## src/rtl/dma_mode_pick.sv

```systemverilog
module dma_mode_pick #(
  parameter int MW = 8,
  parameter logic [7:0] UDMA_BASE = 8'h40,
  parameter logic [7:0] MWDMA_BASE = 8'h20,
  parameter logic [7:0] SWDMA_BASE = 8'h10
) (
  input  logic          clk,
  input  logic          rst_n,
  input  logic          start,
  input  logic          is_disk,
  input  logic          atapi_dma_ok,
  input  logic          cable_80w,
  input  logic [15:0]   id_field_valid,
  input  logic [MW-1:0] udma_cap,
  input  logic [MW-1:0] mw_cap,
  input  logic [MW-1:0] sw_cap,
  input  logic [7:0]    sw_timing,
  input  logic [MW-1:0] host_udma_mask,
  input  logic [MW-1:0] host_mw_mask,
  input  logic [MW-1:0] host_sw_mask,
  output logic [7:0]    mode_code,
  output logic          mode_valid
);
  localparam logic [MW-1:0] FAST_BITS = MW'(8'h78);
  localparam logic [MW-1:0] SLOW_BITS = MW'(8'h07);

  function automatic logic [7:0] top_bit(input logic [MW-1:0] m);
    logic [7:0] r;
    r = '0;
    for (int i = 0; i < MW; i++)
      if (m[i]) r = 8'(i);
    return r;
  endfunction

  logic [MW-1:0] u_raw, u_eff, mw_eff, sw_eff, legacy;
  logic          legacy_ok, allowed;
  logic [7:0]    next_code;

  assign u_raw  = id_field_valid[2] ? (udma_cap & host_udma_mask) : '0;
  assign u_eff  = ((|(u_raw & FAST_BITS)) && !cable_80w) ? (u_raw & SLOW_BITS) : u_raw;
  assign mw_eff = id_field_valid[1] ? (mw_cap & host_mw_mask) : '0;

  assign legacy_ok = (sw_timing != 8'd0) && (sw_timing <= 8'd2);
  assign legacy    = MW'((4'd2 << sw_timing[1:0]) - 4'd1);
  assign sw_eff    = id_field_valid[1] ? (sw_cap & host_sw_mask)
                   : legacy_ok ? (legacy & host_sw_mask) : '0;

  assign allowed = is_disk || atapi_dma_ok;

  always_comb begin
    next_code = 8'h00;
    if (allowed) begin
      if (|u_eff)       next_code = UDMA_BASE + top_bit(u_eff);
      else if (|mw_eff) next_code = MWDMA_BASE + top_bit(mw_eff);
      else if (|sw_eff) next_code = SWDMA_BASE + top_bit(sw_eff);
    end
  end

  always_ff @(posedge clk) begin
    if (!rst_n) begin
      mode_code  <= 8'h00;
      mode_valid <= 1'b0;
    end else begin
      mode_valid <= start;
      if (start) mode_code <= next_code;
    end
  end


  valid_follows_start_chk: assert property (@(posedge clk) disable iff (!rst_n)
    start |=> mode_valid);

  valid_quiet_chk: assert property (@(posedge clk) disable iff (!rst_n)
    !start |=> !mode_valid);

  code_hold_chk: assert property (@(posedge clk) disable iff (!rst_n)
    !start |=> $stable(mode_code));

  nondisk_block_chk: assert property (@(posedge clk) disable iff (!rst_n)
    (start && !is_disk && !atapi_dma_ok) |=> (mode_code == 8'h00));

  cable_cap_chk: assert property (@(posedge clk) disable iff (!rst_n)
    (start && !cable_80w) |=> !(mode_code >= 8'h43 && mode_code <= 8'h46));

  one_class_chk: assert property (@(posedge clk) disable iff (!rst_n)
    $onehot0(mode_code[7:4]));
endmodule

```

## config.mk

```make
export PLATFORM = sky130hd
export DESIGN_NAME = dma_mode_pick
export DESIGN_NICKNAME = d
export VERILOG_FILES = /design/src/rtl/dma_mode_pick.sv
export SDC_FILE = /design/constraint.sdc
export NUM_CORES = 1
export LEC_CHECK = 0
export ABC_AREA = 1
export BUFFER_PORTS_ARGS = -buffer_cell sky130_fd_sc_hd__clkbuf_2
export CORE_UTILIZATION = 40
export CTS_CLUSTER_SIZE = 10
export DETAILED_ROUTE_END_ITERATION = 6
export PLACE_DENSITY = 0.86
export RECOVER_POWER = 100
export SETUP_SLACK_MARGIN = 0.3
export SYNTH_ARGS = -nofsm -noshare
export SYNTH_HDL_FRONTEND = slang
export SYNTH_SLANG_ARGS = --single-unit
```

## constraint.sdc

```tcl
create_clock -name clk -period 2.5 [get_ports clk]
set_input_delay 0 -clock clk [delete_from_list [all_inputs] [get_ports clk]]
set_output_delay 0 -clock clk [all_outputs]
set_load 0.03 [all_outputs]
```

==> results of run 1 <==
metrics by stage:
stage	hold WS, ps	std cells	setup slack [ps]
after detailed placement	207	255	1050
after global routing	164	261	863
after global placement	198	255	1080
after CTS	110	261	1310
final	115	261	1110
after floorplan	93.5	161	1290
what timing repair did:
| item | in CTS | in global routing |
|---|---|---|
| buffers inserted | 0 | 0 |
| hold buffers | 2 | 0 |
| endpoints found under the hold margin | 1 | 0 |
| resized for setup | 0 | 0 |
kinds of logic (layout without fill, tap and decap cells):
logic type	Yosys count	count (layout)
flip-flops	7	7
AND/OR/NAND/NOR	110	110
adder cells (fa/ha/maj)	1	1
buffers and inverters	22	94
other	1	2
AO/OA/AOI/OAI	19	19
worst max-delay path, delay by kind of cell:
family	cells	cell delay [ps]
and+or+nand+nor	9	1090
buffers and inverters	1	380
AOI/OAI and AO/OA	1	60
layout make-up:
type | count | area, um2 | share of cell area, %
inverters | 18 | 67.6 | 5.10
multi-input cells | 132 | 694 | 52.5
repair buffers | 72 | 360 | 27.2
flip-flops and latches | 7 | 140 | 10.6
clock buffers | 4 | 26.3 | 1.98
well taps | 28 | 35.0 | 2.65
power by group:
group          internal (mW)  leakage [nW]  switching, mW
Clock                 0.0609        0.0150         0.0417
Combinational         0.0872         0.705          0.114
Sequential             0.119        0.0574        0.00338
metal layers:
metal  GRT usage (%)  wire length (um)  up-vias
li1                -                 -      672
met1            22.0              1010      518
met2            38.0              1140       47
met3            2.12               153        0
met4            4.17                 0        0
met5               0                 0        -
final timing paths:
path	startpoint	cells after the start	endpoint
min	start	4	mode_code[6]
max	id_field_valid[2]	11	mode_code[2]
max reg2reg	mode_code[0]	2	mode_code[0]
min reg2reg	mode_code[5]	2	mode_code[5]
sequential cells by signal, indices dropped and copies added, names as in the netlist:
name and count:
mode_code 6, mode_valid 1
synth_stat cells (all sizes together) (2+ instances only):
| library cell | instances | area, um2 |
|---|---|---|
| nand4 | 5 | 31.3 |
| dfxtp | 7 | 140 |
| inv | 18 | 67.6 |
| buf | 4 | 33.8 |
| a21oi | 9 | 48.8 |
| nor2 | 20 | 97.6 |
| o21ai | 7 | 38.8 |
| nand3 | 32 | 198 |
| and2 | 2 | 12.5 |
| nand2 | 48 | 193 |
==> impl_metrics.tcl, run 1 <==
set metrics [dict create \
    crit_required_ps 2630 \
    core-area_mm2 0.00221 \
    fin_skew_ps 0 \
    overflow 0 \
    cap_violations 0 \
    root_buffer "clkbuf_4" \
    h-tree-depth 1 \
    grt_pass1_wl_um 3980 \
    num_rows 17 \
    synthDistinctLibCells 29 \
    fillCellCount 258 \
    r2r_slack_ps 1910 \
    antenna_found_initial 0 \
    layout_common_cells "62 x clkbuf_2, 46 x nand2_1, 27 x nand3_1" \
    clock_sinks 7 \
    cts_inserted_buffers 3 \
    synth_mux_area_share_pct 0 \
    drive_above_1_share_pct 36.9 \
    die-area_mm2 0.00257 \
    synthCells 160 \
    io_buffers 70 \
    routed_wl_um 2300 \
    cp_max_fo 10 \
    arrival_ps 1520 \
    synth_area_per_cell_um2 5.92 \
    peakVddDrop_v 0.000204 \
    grt_start_max_net_pins 16 \
    maxSlewViolCount 0 \
    num_antenna_cells 0 \
    worst_setup_path_start_kind "input port" \
    outcome "finished clean" \
    final_area_mm2 0.00132 \
    ys_seq_area_share_pct 14.8 \
    synth_ff_type "dfxtp_1" \
    start_util_pct 42.8 \
    clk_path_buf_depth 2 \
    ant_nets 0 \
    p_leak_nw 0.777 \
    dieHeight_um 50.7 \
    drtIter0Drc 13 \
    grt_pass1_vias 1081 \
    final_common_cell "clkbuf_2" \
    crit_path_frequent_cell "nand3_1" \
    hold_class "in -> reg" \
    synth_top_family_by_area "simple AND/OR/NAND/NOR gates" \
    finalSetupTns_ps 0 \
    clkTransAtPathRegs_ps 50 \
    fin_total_pwr_uw 426 \
    syn_area_um2 947 \
    areaGrowthSynthToFinish_pct 39.8 \
    wire_per_inst_um 8.81 \
    avgViaCountPerCell 4.74 \
    period_needed_ps 1390 \
    crit_type "in -> reg" \
    worst_setup_path_end_kind "flip-flop" \
    final_nets 313 \
    ios 87 \
    synth_xor_area_share_pct 0 \
    synthAdderAreaFrac_pct 1.32 \
    final_util_pct 59.8 \
    setup_violations 0 \
    synth-simple-area-share_pct 59.7 \
    synth_edf_count 0 \
    die_w_um 50.7 \
    grt_usage_pct 19.4 \
    hold_violations 0 \
    crit_slowest_cell "clkbuf_1" \
    drc 0 \
    final.period_utilization_pct 55.6 \
    hpwl_um 2030 \
    p_per_area_mw_per_mm2 322 \
    placed_cell_area_mm2 0.00130 \
    cts_tree "done" \
    path_cells "clkbuf_1, nand3_1, nand2_1, nor2_4, nor2_1, or2_4, nand3_2, nor2_1, nand3_1, nand3_1, a21oi_1" \
    synth_seq_cells 7 \
    insertion_delay_ps 240 \
    fmax_ghz 0.719 \
    async_reset_ff_share_pct 0 \
    cp_slowest_stage_delay_ps 380 \
    ys.warnings.count 0 \
    rsz0062_at_grt "false" \
    dr_total_vias 1237 \
    firstDrtPassIters 4 \
    synth_compound_area_share_pct 13.1 \
    gp_congestion 0.764 \
]
Note: power is estimated with default switching activity, not from simulation.
==> run 2: changes to the inputs <==
--- a/config.mk
+++ b/config.mk
@@ -7,10 +7,10 @@
 export LEC_CHECK = 0
 export ABC_AREA = 1
 export BUFFER_PORTS_ARGS = -buffer_cell sky130_fd_sc_hd__clkbuf_2
-export CORE_UTILIZATION = 40
+export CORE_UTILIZATION = 37
 export CTS_CLUSTER_SIZE = 10
 export DETAILED_ROUTE_END_ITERATION = 6
-export PLACE_DENSITY = 0.86
+export PLACE_DENSITY = 0.8
 export RECOVER_POWER = 100
 export SETUP_SLACK_MARGIN = 0.3
 export SYNTH_ARGS = -nofsm -noshare
==> constraint.sdc (replaced) <==
create_clock -name clk -period 1.4 [get_ports clk]
set_input_delay 0 -clock clk [delete_from_list [all_inputs] [get_ports clk]]
set_output_delay 0 -clock clk [all_outputs]
set_load 0.03 [all_outputs]
==> run 2 against run 1 <==
  * Combinational power is 110% higher
  * Final cell count is 1.5% higher
  * Setup slack worse by 810 ps
  * Design area is 11% higher
==> impl_metrics.tcl, run 2 (synthesized netlist as in run 1, its figures left out) <==
set metrics [dict create \
    final_common_cell "clkbuf_2" \
    worstReg2RegStart "mode_code[0]" \
    grt_pass1_vias 1038 \
    hold_violations 0 \
    cts_tree "done" \
    final_util_pct 63.6 \
    max_slew_margin_pct 63.1 \
    netSwitchingFraction_pct 37.3 \
    num_rows 17 \
    p_sw_uw 304 \
    clk_path_buf_depth 2 \
    ant_nets 0 \
    grt_start_max_net_pins 12 \
    r2r_end "mode_code[0]" \
    grt_pass1_wl_um 3900 \
    dp_cells 258 \
    clock_sinks 7 \
    h-tree-depth 1 \
    rsz0062_at_grt "true" \
    gp_congestion 0.793 \
    areaGrowthSynthToFinish_pct 55.7 \
    top_register "mode_code" \
    multi_input_area_um2 763 \
    core-area_mm2 0.00232 \
    min_path_cells 7 \
    maxSlewViolCount 0 \
    hpwl_um 2040 \
    fillCellCount 250 \
    stdcell_count 265 \
    holdPathEnd "mode_code[0]" \
    root_buffer "clkbuf_4" \
    start_util_pct 40.9 \
    area.sequential_um2 140 \
    worst_slack_ps 302 \
    share_seq_of_total_power_pct 26.9 \
    outcome "finished clean" \
    worst_setup_path_start_kind "input port" \
    place_worst_setup_slack_ps -1.46 \
    die-area_mm2 0.00277 \
    final.period_utilization_pct 78.4 \
    crit_type "in -> reg" \
    cap_violations 0 \
    top_regs "mode_code: 6 flops, mode_valid: 1 flops" \
    die_w_um 52.6 \
    worst_slew_pin_slew_ps 548 \
    antenna_found_initial 0 \
    overflow 0 \
    wire_per_inst_um 9.14 \
    clkTransAtPathRegs_ps 50 \
    insertion_delay_ps 250 \
    p_comb_share_pct 50.7 \
    firstDrtPassIters 4 \
    peakVddDrop_v 0.000305 \
    r2r_slack_ps 800 \
    num_antenna_cells 0 \
    arrival_ps 1280 \
    routed_wl_um 2420 \
    hold_class "in -> reg" \
    final_nets 317 \
    drtIter0Drc 17 \
    p_per_area_mw_per_mm2 553 \
    drive_above_1_share_pct 44.3 \
    worst_setup_path_end_kind "flip-flop" \
    clkPwrFrac_pct 22.4 \
    finalSetupTns_ps 0 \
    r2r_cells 2 \
    drc 0 \
    fin_total_pwr_uw 815 \
    fmax_ghz 0.911 \
    min_from "host_mw_mask[7]" \
    cts_inserted_buffers 3 \
    layout_common_cells "58 x clkbuf_2, 41 x nand2_1, 24 x nand3_1" \
    dr_total_vias 1244 \
    cp_max_fo 3 \
    largest_reg_flops 6 \
    fin_skew_ps 0 \
    avgViaCountPerCell 4.69 \
    p_leak_nw 0.833 \
    p_int_uw 511 \
    setup_violations 0 \
    io_buffers 70 \
    ios 87 \
    grt_usage_pct 17.7 \
    dieHeight_um 52.6 \
    period_needed_ps 1100 \
    crit_required_ps 1580 \
]
[run 2: stage by stage]
step                      hold slack [ps]  area (um2)
after floorplan                      93.5        1000
after global placement                201        1370
after detailed placement              204        1370
after CTS                             290        1430
after global routing                  338        1480
final                                 282        1480
[run 2: worst max-delay path by stage]
| stage | slack (ps) | from | depth (start not counted) | to |
|---|---|---|---|---|
| final | 300 | sw_timing[1] | 14 | mode_code[4] |
| after CTS | 300 | sw_timing[0] | 18 | mode_code[0] |
| after global placement | 10 | sw_timing[1] | 15 | mode_code[1] |
| after floorplan | 280 | sw_timing[1] | 17 | mode_code[0] |
| after global routing | 170 | sw_timing[1] | 18 | mode_code[0] |
| after detailed placement | -1 | sw_timing[1] | 18 | mode_code[0] |
[run 2: metal layers]
metal	routed length (um)	vias to the layer above	global-route usage (%)
met5	0	-	0
met4	12	0	3.51
met3	126	2	1.74
met2	1200	45	31.2
met1	1080	520	23.1
li1	-	677	-
[run 2: final cells by class]
cell class              count  share of cell area [%]
multi-input cells         132                    51.7
repair buffers             76                    28.7
flip-flops and latches      7                    9.50
inverters                  18                    5.94
well taps                  28                    2.37
clock buffers               4                    1.78
[run 2: timing repair]
item                                   CTS  global route
setup buffers                            0             1
resized for setup                        3            22
pin swaps                                0            16
setup endpoints to repair                3             5
endpoints found under the hold margin    1             0
hold buffers                             2             0
[run 2: power by group through the flow]
stage	Combinational [mW]	Clock [mW]	Sequential (mW)
after floorplan	0.223	0	0.250
after global placement	0.388	0	0.223
after detailed placement	0.391	0	0.223
after CTS	0.400	0.188	0.219
after global routing	0.463	0.198	0.221
final	0.414	0.182	0.219
[run 2: worst max-delay path: stages]
cell     delay, ps
buf_12         110
inv_12          60
nand2_8         40
ha_4           220
nand2_2         50
nand3_1         90
inv_2           60
nand2_1         40
nand2_1         80
nor2_1          60
a21oi_2        170
buf_4          130
nand2_2         40
a21oi_1        130
